File: src/rtl/dma_pkg.sv
package dma_pkg;

    typedef enum logic [3:0] {
        ST_IDLE    = 4'h0,
        ST_CTRL_RD = 4'h1,
        ST_SRC_RD  = 4'h2,
        ST_DST_RD  = 4'h3,
        ST_DATA_RD = 4'h4,
        ST_DATA_WR = 4'h5,
        ST_REQ_CLR = 4'h6,
        ST_CTRL_WR = 4'h7,
        ST_SUSP    = 4'h8,
        ST_DONE    = 4'h9,
        ST_SG      = 4'hA
    } dma_state_e;

    // control word layout
    localparam int MODE_LSB = 0;
    localparam int MODE_W   = 2;
    localparam int CNT_LSB  = 4;

    // register select codes
    localparam logic [1:0] SEL_CFG    = 2'd0;
    localparam logic [1:0] SEL_BASE   = 2'd1;
    localparam logic [1:0] SEL_STATUS = 2'd2;

endpackage

File: src/rtl/dma_cfg_regs.sv
module dma_cfg_regs
    import dma_pkg::*;
#(
    parameter int AW       = 32,
    parameter int DW       = 32,
    parameter int CHANNELS = 1
) (
    input  logic             clk,
    input  logic             rst_n,
    input  logic             reg_we,
    input  logic [1:0]       reg_addr,
    input  logic [DW-1:0]    reg_wdata,
    input  dma_state_e       state,
    output logic             en_eff,
    output logic [AW-1:0]    base,
    output logic [DW-1:0]    reg_rdata
);

    localparam logic [4:0] CH_FIELD = 5'(CHANNELS - 1);

    typedef struct packed {
        logic          en;
        logic [AW-1:0] base;
    } cfg_t;

    cfg_t cfg_d, cfg_q;
    logic cfg_hit;
    logic [DW-1:0] status;
    logic unused_wbit;

    assign unused_wbit = reg_wdata[1];
    assign cfg_hit = reg_we && (reg_addr == SEL_CFG);

    always_comb begin
        cfg_d = cfg_q;
        if (cfg_hit) begin
            cfg_d.en = reg_wdata[0];
        end
        if (reg_we && (reg_addr == SEL_BASE)) begin
            cfg_d.base = {reg_wdata[AW-1:2], 2'b00};
        end
    end

    always_ff @(posedge clk or negedge rst_n) begin
        if (!rst_n) begin
            cfg_q <= '0;
        end else begin
            cfg_q <= cfg_d;
        end
    end

    // a disable written this cycle already governs this cycle's edge
    assign en_eff = cfg_hit ? reg_wdata[0] : cfg_q.en;
    assign base   = cfg_q.base;

    always_comb begin
        status        = '0;
        status[20:16] = CH_FIELD;
        status[7:4]   = state;
        status[0]     = (state != ST_IDLE);
    end

    always_comb begin
        case (reg_addr)
            SEL_BASE:   reg_rdata = cfg_q.base;
            SEL_STATUS: reg_rdata = status;
            default:    reg_rdata = '0;
        endcase
    end

endmodule

File: src/rtl/dma_seq.sv
module dma_seq
    import dma_pkg::*;
#(
    parameter int AW    = 32,
    parameter int DW    = 32,
    parameter int CNT_W = 10
) (
    input  logic              clk,
    input  logic              rst_n,
    input  logic              en,
    input  logic              per_req,
    input  logic              mem_ack,
    input  logic [DW-1:0]     mem_rdata,
    output dma_state_e        state,
    output logic [AW-1:0]     src_end,
    output logic [AW-1:0]     dst_end,
    output logic [DW-1:0]     ctrl,
    output logic [DW-1:0]     data,
    output logic [CNT_W-1:0]  rem
);

    typedef struct packed {
        dma_state_e       st;
        dma_state_e       resume;
        logic [AW-1:0]    src;
        logic [AW-1:0]    dst;
        logic [DW-1:0]    ctrl;
        logic [DW-1:0]    data;
        logic [CNT_W-1:0] rem;
    } seq_t;

    seq_t seq_d, seq_q;
    dma_state_e step;
    logic fin;

    always_comb begin
        seq_d = seq_q;
        step  = seq_q.st;
        fin   = 1'b0;
        case (seq_q.st)
            ST_IDLE: begin
                if (en && per_req) seq_d.st = ST_CTRL_RD;
            end
            ST_CTRL_RD: begin
                if (mem_ack) begin
                    fin        = 1'b1;
                    seq_d.ctrl = mem_rdata;
                    seq_d.rem  = mem_rdata[CNT_LSB +: CNT_W];
                    step = (mem_rdata[MODE_LSB +: MODE_W] == '0) ? ST_DONE : ST_SRC_RD;
                end
            end
            ST_SRC_RD: begin
                if (mem_ack) begin
                    fin       = 1'b1;
                    seq_d.src = mem_rdata[AW-1:0];
                    step      = ST_DST_RD;
                end
            end
            ST_DST_RD: begin
                if (mem_ack) begin
                    fin       = 1'b1;
                    seq_d.dst = mem_rdata[AW-1:0];
                    step      = ST_DATA_RD;
                end
            end
            ST_DATA_RD: begin
                if (mem_ack) begin
                    fin        = 1'b1;
                    seq_d.data = mem_rdata;
                    step       = ST_DATA_WR;
                end
            end
            ST_DATA_WR: begin
                if (mem_ack) begin
                    fin = 1'b1;
                    if (seq_q.rem == '0) begin
                        step = per_req ? ST_REQ_CLR : ST_CTRL_WR;
                    end else begin
                        seq_d.rem = seq_q.rem - 1'b1;
                        step      = ST_DATA_RD;
                    end
                end
            end
            ST_REQ_CLR: begin
                if (!en) begin
                    seq_d.st     = ST_SUSP;
                    seq_d.resume = ST_REQ_CLR;
                end else if (!per_req) begin
                    seq_d.st = ST_CTRL_WR;
                end
            end
            ST_CTRL_WR: begin
                if (mem_ack) begin
                    fin  = 1'b1;
                    step = ST_DONE;
                end
            end
            ST_SUSP: begin
                if (en) seq_d.st = seq_q.resume;
            end
            ST_DONE: seq_d.st = ST_IDLE;
            default: seq_d.st = ST_IDLE;
        endcase

        if (fin) begin
            if (!en && step != ST_DONE) begin
                seq_d.st     = ST_SUSP;
                seq_d.resume = step;
            end else begin
                seq_d.st = step;
            end
        end
    end

    always_ff @(posedge clk or negedge rst_n) begin
        if (!rst_n) begin
            seq_q <= '{st: ST_IDLE, resume: ST_IDLE, default: '0};
        end else begin
            seq_q <= seq_d;
        end
    end

    assign state   = seq_q.st;
    assign src_end = seq_q.src;
    assign dst_end = seq_q.dst;
    assign ctrl    = seq_q.ctrl;
    assign data    = seq_q.data;
    assign rem     = seq_q.rem;

endmodule

File: src/rtl/dma_addr_gen.sv
module dma_addr_gen
    import dma_pkg::*;
#(
    parameter int AW    = 32,
    parameter int DW    = 32,
    parameter int CNT_W = 10
) (
    input  dma_state_e        state,
    input  logic [AW-1:0]     base,
    input  logic [AW-1:0]     src_end,
    input  logic [AW-1:0]     dst_end,
    input  logic [DW-1:0]     ctrl,
    input  logic [DW-1:0]     data,
    input  logic [CNT_W-1:0]  rem,
    output logic              mem_req,
    output logic              mem_we,
    output logic [AW-1:0]     mem_addr,
    output logic [DW-1:0]     mem_wdata
);

    localparam logic [AW-1:0] OFF_SRC  = AW'(0);
    localparam logic [AW-1:0] OFF_DST  = AW'(4);
    localparam logic [AW-1:0] OFF_CTRL = AW'(8);

    logic [AW-1:0] back;
    logic [DW-1:0] wb;

    assign back = AW'(rem) << 2;

    always_comb begin
        wb = ctrl;
        wb[CNT_LSB +: CNT_W]   = '0;
        wb[MODE_LSB +: MODE_W] = '0;
    end

    always_comb begin
        mem_req   = 1'b1;
        mem_we    = 1'b0;
        mem_addr  = '0;
        mem_wdata = '0;
        case (state)
            ST_CTRL_RD: mem_addr = base + OFF_CTRL;
            ST_SRC_RD:  mem_addr = base + OFF_SRC;
            ST_DST_RD:  mem_addr = base + OFF_DST;
            ST_DATA_RD: mem_addr = src_end - back;
            ST_DATA_WR: begin
                mem_we    = 1'b1;
                mem_addr  = dst_end - back;
                mem_wdata = data;
            end
            ST_CTRL_WR: begin
                mem_we    = 1'b1;
                mem_addr  = base + OFF_CTRL;
                mem_wdata = wb;
            end
            default: mem_req = 1'b0;
        endcase
    end

endmodule

File: src/rtl/dma_engine.sv
module dma_engine
    import dma_pkg::*;
#(
    parameter int AW       = 32,
    parameter int DW       = 32,
    parameter int CNT_W    = 10,
    parameter int CHANNELS = 1
) (
    input  logic          clk,
    input  logic          rst_n,
    input  logic          reg_we,
    input  logic [1:0]    reg_addr,
    input  logic [DW-1:0] reg_wdata,
    output logic [DW-1:0] reg_rdata,
    input  logic          per_req,
    output logic          mem_req,
    output logic          mem_we,
    output logic [AW-1:0] mem_addr,
    output logic [DW-1:0] mem_wdata,
    input  logic          mem_ack,
    input  logic [DW-1:0] mem_rdata
);

    dma_state_e       st;
    logic             en_eff;
    logic [AW-1:0]    base, src_end, dst_end;
    logic [DW-1:0]    ctrl, data;
    logic [CNT_W-1:0] rem;

    dma_cfg_regs #(.AW(AW), .DW(DW), .CHANNELS(CHANNELS)) u_regs (
        .clk       (clk),
        .rst_n     (rst_n),
        .reg_we    (reg_we),
        .reg_addr  (reg_addr),
        .reg_wdata (reg_wdata),
        .state     (st),
        .en_eff    (en_eff),
        .base      (base),
        .reg_rdata (reg_rdata)
    );

    dma_seq #(.AW(AW), .DW(DW), .CNT_W(CNT_W)) u_seq (
        .clk       (clk),
        .rst_n     (rst_n),
        .en        (en_eff),
        .per_req   (per_req),
        .mem_ack   (mem_ack),
        .mem_rdata (mem_rdata),
        .state     (st),
        .src_end   (src_end),
        .dst_end   (dst_end),
        .ctrl      (ctrl),
        .data      (data),
        .rem       (rem)
    );

    dma_addr_gen #(.AW(AW), .DW(DW), .CNT_W(CNT_W)) u_addr (
        .state     (st),
        .base      (base),
        .src_end   (src_end),
        .dst_end   (dst_end),
        .ctrl      (ctrl),
        .data      (data),
        .rem       (rem),
        .mem_req   (mem_req),
        .mem_we    (mem_we),
        .mem_addr  (mem_addr),
        .mem_wdata (mem_wdata)
    );

endmodule

File: config.mk
export PLATFORM = sky130hd
export DESIGN_NAME = dma_engine
export DESIGN_NICKNAME = d
export VERILOG_FILES = /design/src/rtl/dma_pkg.sv /design/src/rtl/dma_cfg_regs.sv /design/src/rtl/dma_seq.sv /design/src/rtl/dma_addr_gen.sv /design/src/rtl/dma_engine.sv
export SDC_FILE = /design/constraint.sdc
export NUM_CORES = 1
export LEC_CHECK = 0
export ABC_AREA = 1
export BUFFER_PORTS_ARGS = -buffer_cell sky130_fd_sc_hd__buf_2
export CELL_PAD_IN_SITES_DETAIL_PLACEMENT = 0
export CELL_PAD_IN_SITES_GLOBAL_PLACEMENT = 1
export CORE_AREA = 2 2 159 161
export DETAILED_ROUTE_END_ITERATION = 10
export DIE_AREA = 0 0 161 163
export PLACE_DENSITY = 0.95
export SLEW_MARGIN = 20
export SYNTH_ARGS = -nofsm -noshare
export SYNTH_HDL_FRONTEND = slang
export SYNTH_SLANG_ARGS = --single-unit
File: constraint.sdc
create_clock -name clk -period 7.9 [get_ports clk]
set_clock_uncertainty 0.1 [all_clocks]
set_input_delay 0.79 -clock clk [delete_from_list [all_inputs] [get_ports clk]]
set_output_delay 0.79 -clock clk [all_outputs]
set_load 0.01 [all_outputs]
==> results.yml <==
logic_synthesis:
  synth_cells: 1571
  ys_seq_area_share_pct: 38.7
  synth_edf_count: 0
  syn_area_per_cell_um2: 6.80
  ys_ff_latch: 165
  syn-cell-area_um2: 10700
  synth_nets: 1660
  ys_warn_count: 0
  synthFlopType: "dfrtp_1"
  synthArstFlopShare_pct: 100
  synth.distinct_cells: 54
worst_setup_path:
  crit_arrival_ns: 4.25
  critPathRequiredTime_ns: 7.01
  cp-startpoint: "u_seq.state[1]$_DFFE_PN0P_"
  max_stage_delay_ns: 0.73
  start_kind: "flip-flop"
  r2r_setup_slack_ns: 5.09
  cp_max_fo: 48
  crit_chain: "nor2_4 -> nand2_4 -> inv_2 -> nand2_1 -> nand2_1 -> ha_1 -> a21oi_1 -> nand2_1 -> nand2_1 -> nand3_1 -> nand3_1 -> nand2_1 -> xnor2_1 -> o21ai_0 -> buf_2"
  r2r-start: "u_seq.state[1]$_DFFE_PN0P_"
  slowest_stage: "inv_2"
  cp-end-kind: "primary output"
  crit_top_cell: "nand2_1"
  r2r-end: "u_seq.seq_q[139]$_DFF_PN0_"
  rr_worst_depth: 10
  path_class: "flip-flop to primary output"
global_route:
  antenna_found_initial: 0
  grt_overflow: 0
  grt_use_total_pct: 25.1
  grt_max_degree: 74
  grt_pass1_vias: 9975
  grt_first_pass_wirelength_mm: 52.3
timing:
  rsz0062_at_grt: "no"
  period_minus_slack_ns: 5.14
  finalMaxSlewViolations: 0
  fmax_mhz: 195
  fin_crit_sh_pct: 65.0
  finalHoldViolCount: 0
  slew-limit-headroom_pct: 39.6
  worstMarginPinSlew_ns: 0.903
  tns_ns: 0
  setup_violations: 0
  setup_slack_ns: 2.76
power_and_ir_drop:
  p_switching_mw: 2.25
  p_int_mw: 2.43
  p_comb_share_pct: 52.0
  swShare_pct: 48.1
  p_leak_nw: 6.55
  totalPowerFinal_mw: 4.68
  peakVddDrop_uv: 157
  seqPwrFrac_pct: 30.4
  power_density_nw_per_um2: 381
  power.share.clock_pct: 17.6
clocking:
  cts-hold-fix-buffers: 0
  cts_buffer_depth: 2
  ctsResizeCount: 0
  cts_buffers: 17
  cts_sinks: 165
  clock_latency_ns: 0.43
  root_buffer: "clkbuf_16"
  cts_max_level: 4
  cts_tree: "done"
  path_clk_slew_ns: 0.08
  post_cts_buffers: 0
hold_path:
  hp-class: "input pin to asynchronous set/reset pin"
placement:
  place_hpwl_mm: 24.2
  gp_congestion: 0.985
  dp_slack_ns: 3.20
  port_buffers: 166
  dpl_cell_area_um2: 11700
detailed_routing:
  via_count: 10629
  drtAntennaViolNets: 0
  finalWirelength_mm: 32.5
  firstDrtPassIters: 5
  wire_per_inst_um: 15.9
  drcViolationCount: 0
  viasPerCell: 5.19
  drt_iter0_markers: 885
die:
  die_height_um: 163
  die_w_um: 161
  io_pins: 169
  start_util_pct: 43.3
  dieArea_um2: 26200
  rows: 58
  core_um2: 24700
cells_and_area:
  drive_gt1_share_pct: 15.7
  final_area_um2: 12300
  areaGrowthSynthToFinish_pct: 15.2
  nFillCells: 2553
  nets: 1792
  final_util_pct: 49.9
flow_run:
  cap_violations: 0
outcome:
  status: "finished, final reports clean"
cells by family after synthesis:
kind of cell,after synthesis,synth area share (%)
other,1,0.0351
flip-flops,165,38.7
adder cells (fa/ha/maj),18,2.18
XOR/XNOR,11,0.902
AO/OA/AOI/OAI,326,17.0
buffers and inverters,295,10.8
multiplexers,12,1.24
AND/OR/NAND/NOR,743,29.1
per-stage QoR:
| stage | std cells | hold slack, ns |
|---|---|---|
| floorplan | 1571 | 0.344 |
| global placement | 2014 | 0.360 |
| detailed placement | 2014 | 0.372 |
| CTS | 2046 | 0.304 |
| global route | 2046 | 0.331 |
| finish | 2047 | 0.279 |
synth_stat cells (3+ instances only):
cell | count | area share, %
nand2_4 | 3 | 0.32
o21ai_4 | 4 | 0.61
nand2_2 | 5 | 0.29
nor2_4 | 3 | 0.32
buf_2 | 13 | 0.61
buf_6 | 3 | 0.32
ha_1 | 17 | 2.0
nand4_1 | 10 | 0.59
buf_4 | 3 | 0.21
nor3_1 | 18 | 0.84
mux2_2 | 10 | 1.1
o21ai_1 | 8 | 0.37
nand3_1 | 91 | 4.3
o21ai_2 | 5 | 0.41
nand3b_1 | 7 | 0.49
nor2_1 | 141 | 5.0
inv_1 | 220 | 7.7
clkinv_1 | 3 | 0.11
o22ai_1 | 5 | 0.29
o2111ai_1 | 8 | 0.66
xor2_1 | 9 | 0.74
a21oi_1 | 54 | 2.5
nand2_1 | 444 | 16
inv_2 | 10 | 0.35
o21a_1 | 3 | 0.21
o21ai_0 | 212 | 9.9
buf_1 | 3 | 0.11
nor2_2 | 12 | 0.70
clkbuf_1 | 39 | 1.4
o211ai_1 | 11 | 0.77
dfrtp_1 | 165 | 39
power by group through the flow:
stage | combinational [mW] | clock [mW] | sequential (mW)
4_1_cts | 2.43 | 0.838 | 1.42
2_1_floorplan | 1.73 | 0 | 1.36
6_report | 2.43 | 0.826 | 1.42
3_3_place_gp | 2.37 | 0 | 1.42
3_5_place_dp | 2.41 | 0 | 1.43
5_1_grt | 2.76 | 0.873 | 1.46
worst max-delay path, delay by kind of cell, from the launching register on:
kind / cells / cell delay (ns)
buffers and inverters: 2 / 0.93
XOR/XNOR: 1 / 0.14
AO/OA/AOI/OAI: 2 / 0.54
AND/OR/NAND/NOR: 9 / 1.35
flip-flops: 1 / 0.51
adder cells (fa/ha/maj): 1 / 0.30
state kept, by name, summed over array words and instances, names as in the netlist:
signal,cells
u_seq.data,32
u_seq.dst_end,32
u_seq.src_end,32
u_regs.base,30
u_seq.ctrl,20
u_seq.rem,10
u_seq.seq_q,4
u_seq.state,4
u_regs.cfg_q,1
routing by layer:
metal	up-vias	share of wire, %	routed length (µm)	global-route usage, %
met4	0	2.4	788	7.43
met3	48	6.8	2220	3.85
li1	5284	-	-	-
met1	4887	46	14800	35.5
met2	410	45	14700	39.8
met5	-	0	0	0
cell type report:
type	count	area, µm²	area share, %
Multi-Input combinational cell	1111	5400	43.9
Sequential cell	165	4130	33.6
Timing Repair Buffer	175	905	7.35
Inverter	233	875	7.11
Clock buffer	18	429	3.49
Tap cell	330	413	3.36
Clock inverter	14	153	1.24
Antenna cell	1	2.50	0.0203
worst max-delay path by stage:
| stage | end | slack [ns] | cells past startpoint |
|---|---|---|---|
| after floorplan | mem_addr[20] | 4.11 | 18 |
| after global routing | mem_addr[25] | 2.34 | 17 |
| final | mem_addr[13] | 2.76 | 15 |
| after CTS | mem_addr[13] | 2.70 | 15 |
| after detailed placement | mem_addr[13] | 3.20 | 15 |
| after global placement | mem_addr[13] | 3.21 | 15 |
layout by cell type, fill, tap and decap left out, types with 5 or more instances in the layout:
cell type,instances
ha_1,16
o21ai_1,8
mux2_2,10
dfrtp_1,165
nor2_1,140
nand4_1,10
nand2_2,6
nand2_1,443
o22ai_1,5
o2111ai_1,8
buf_4,9
o21ai_2,5
nand3_1,91
inv_2,10
clkbuf_16,17
nor2_2,13
nand3b_1,7
inv_1,220
a21oi_1,54
buf_2,165
nor3_1,18
xor2_1,9
o21ai_0,212
o211ai_1,11
Power figures use the tool's default switching activity.
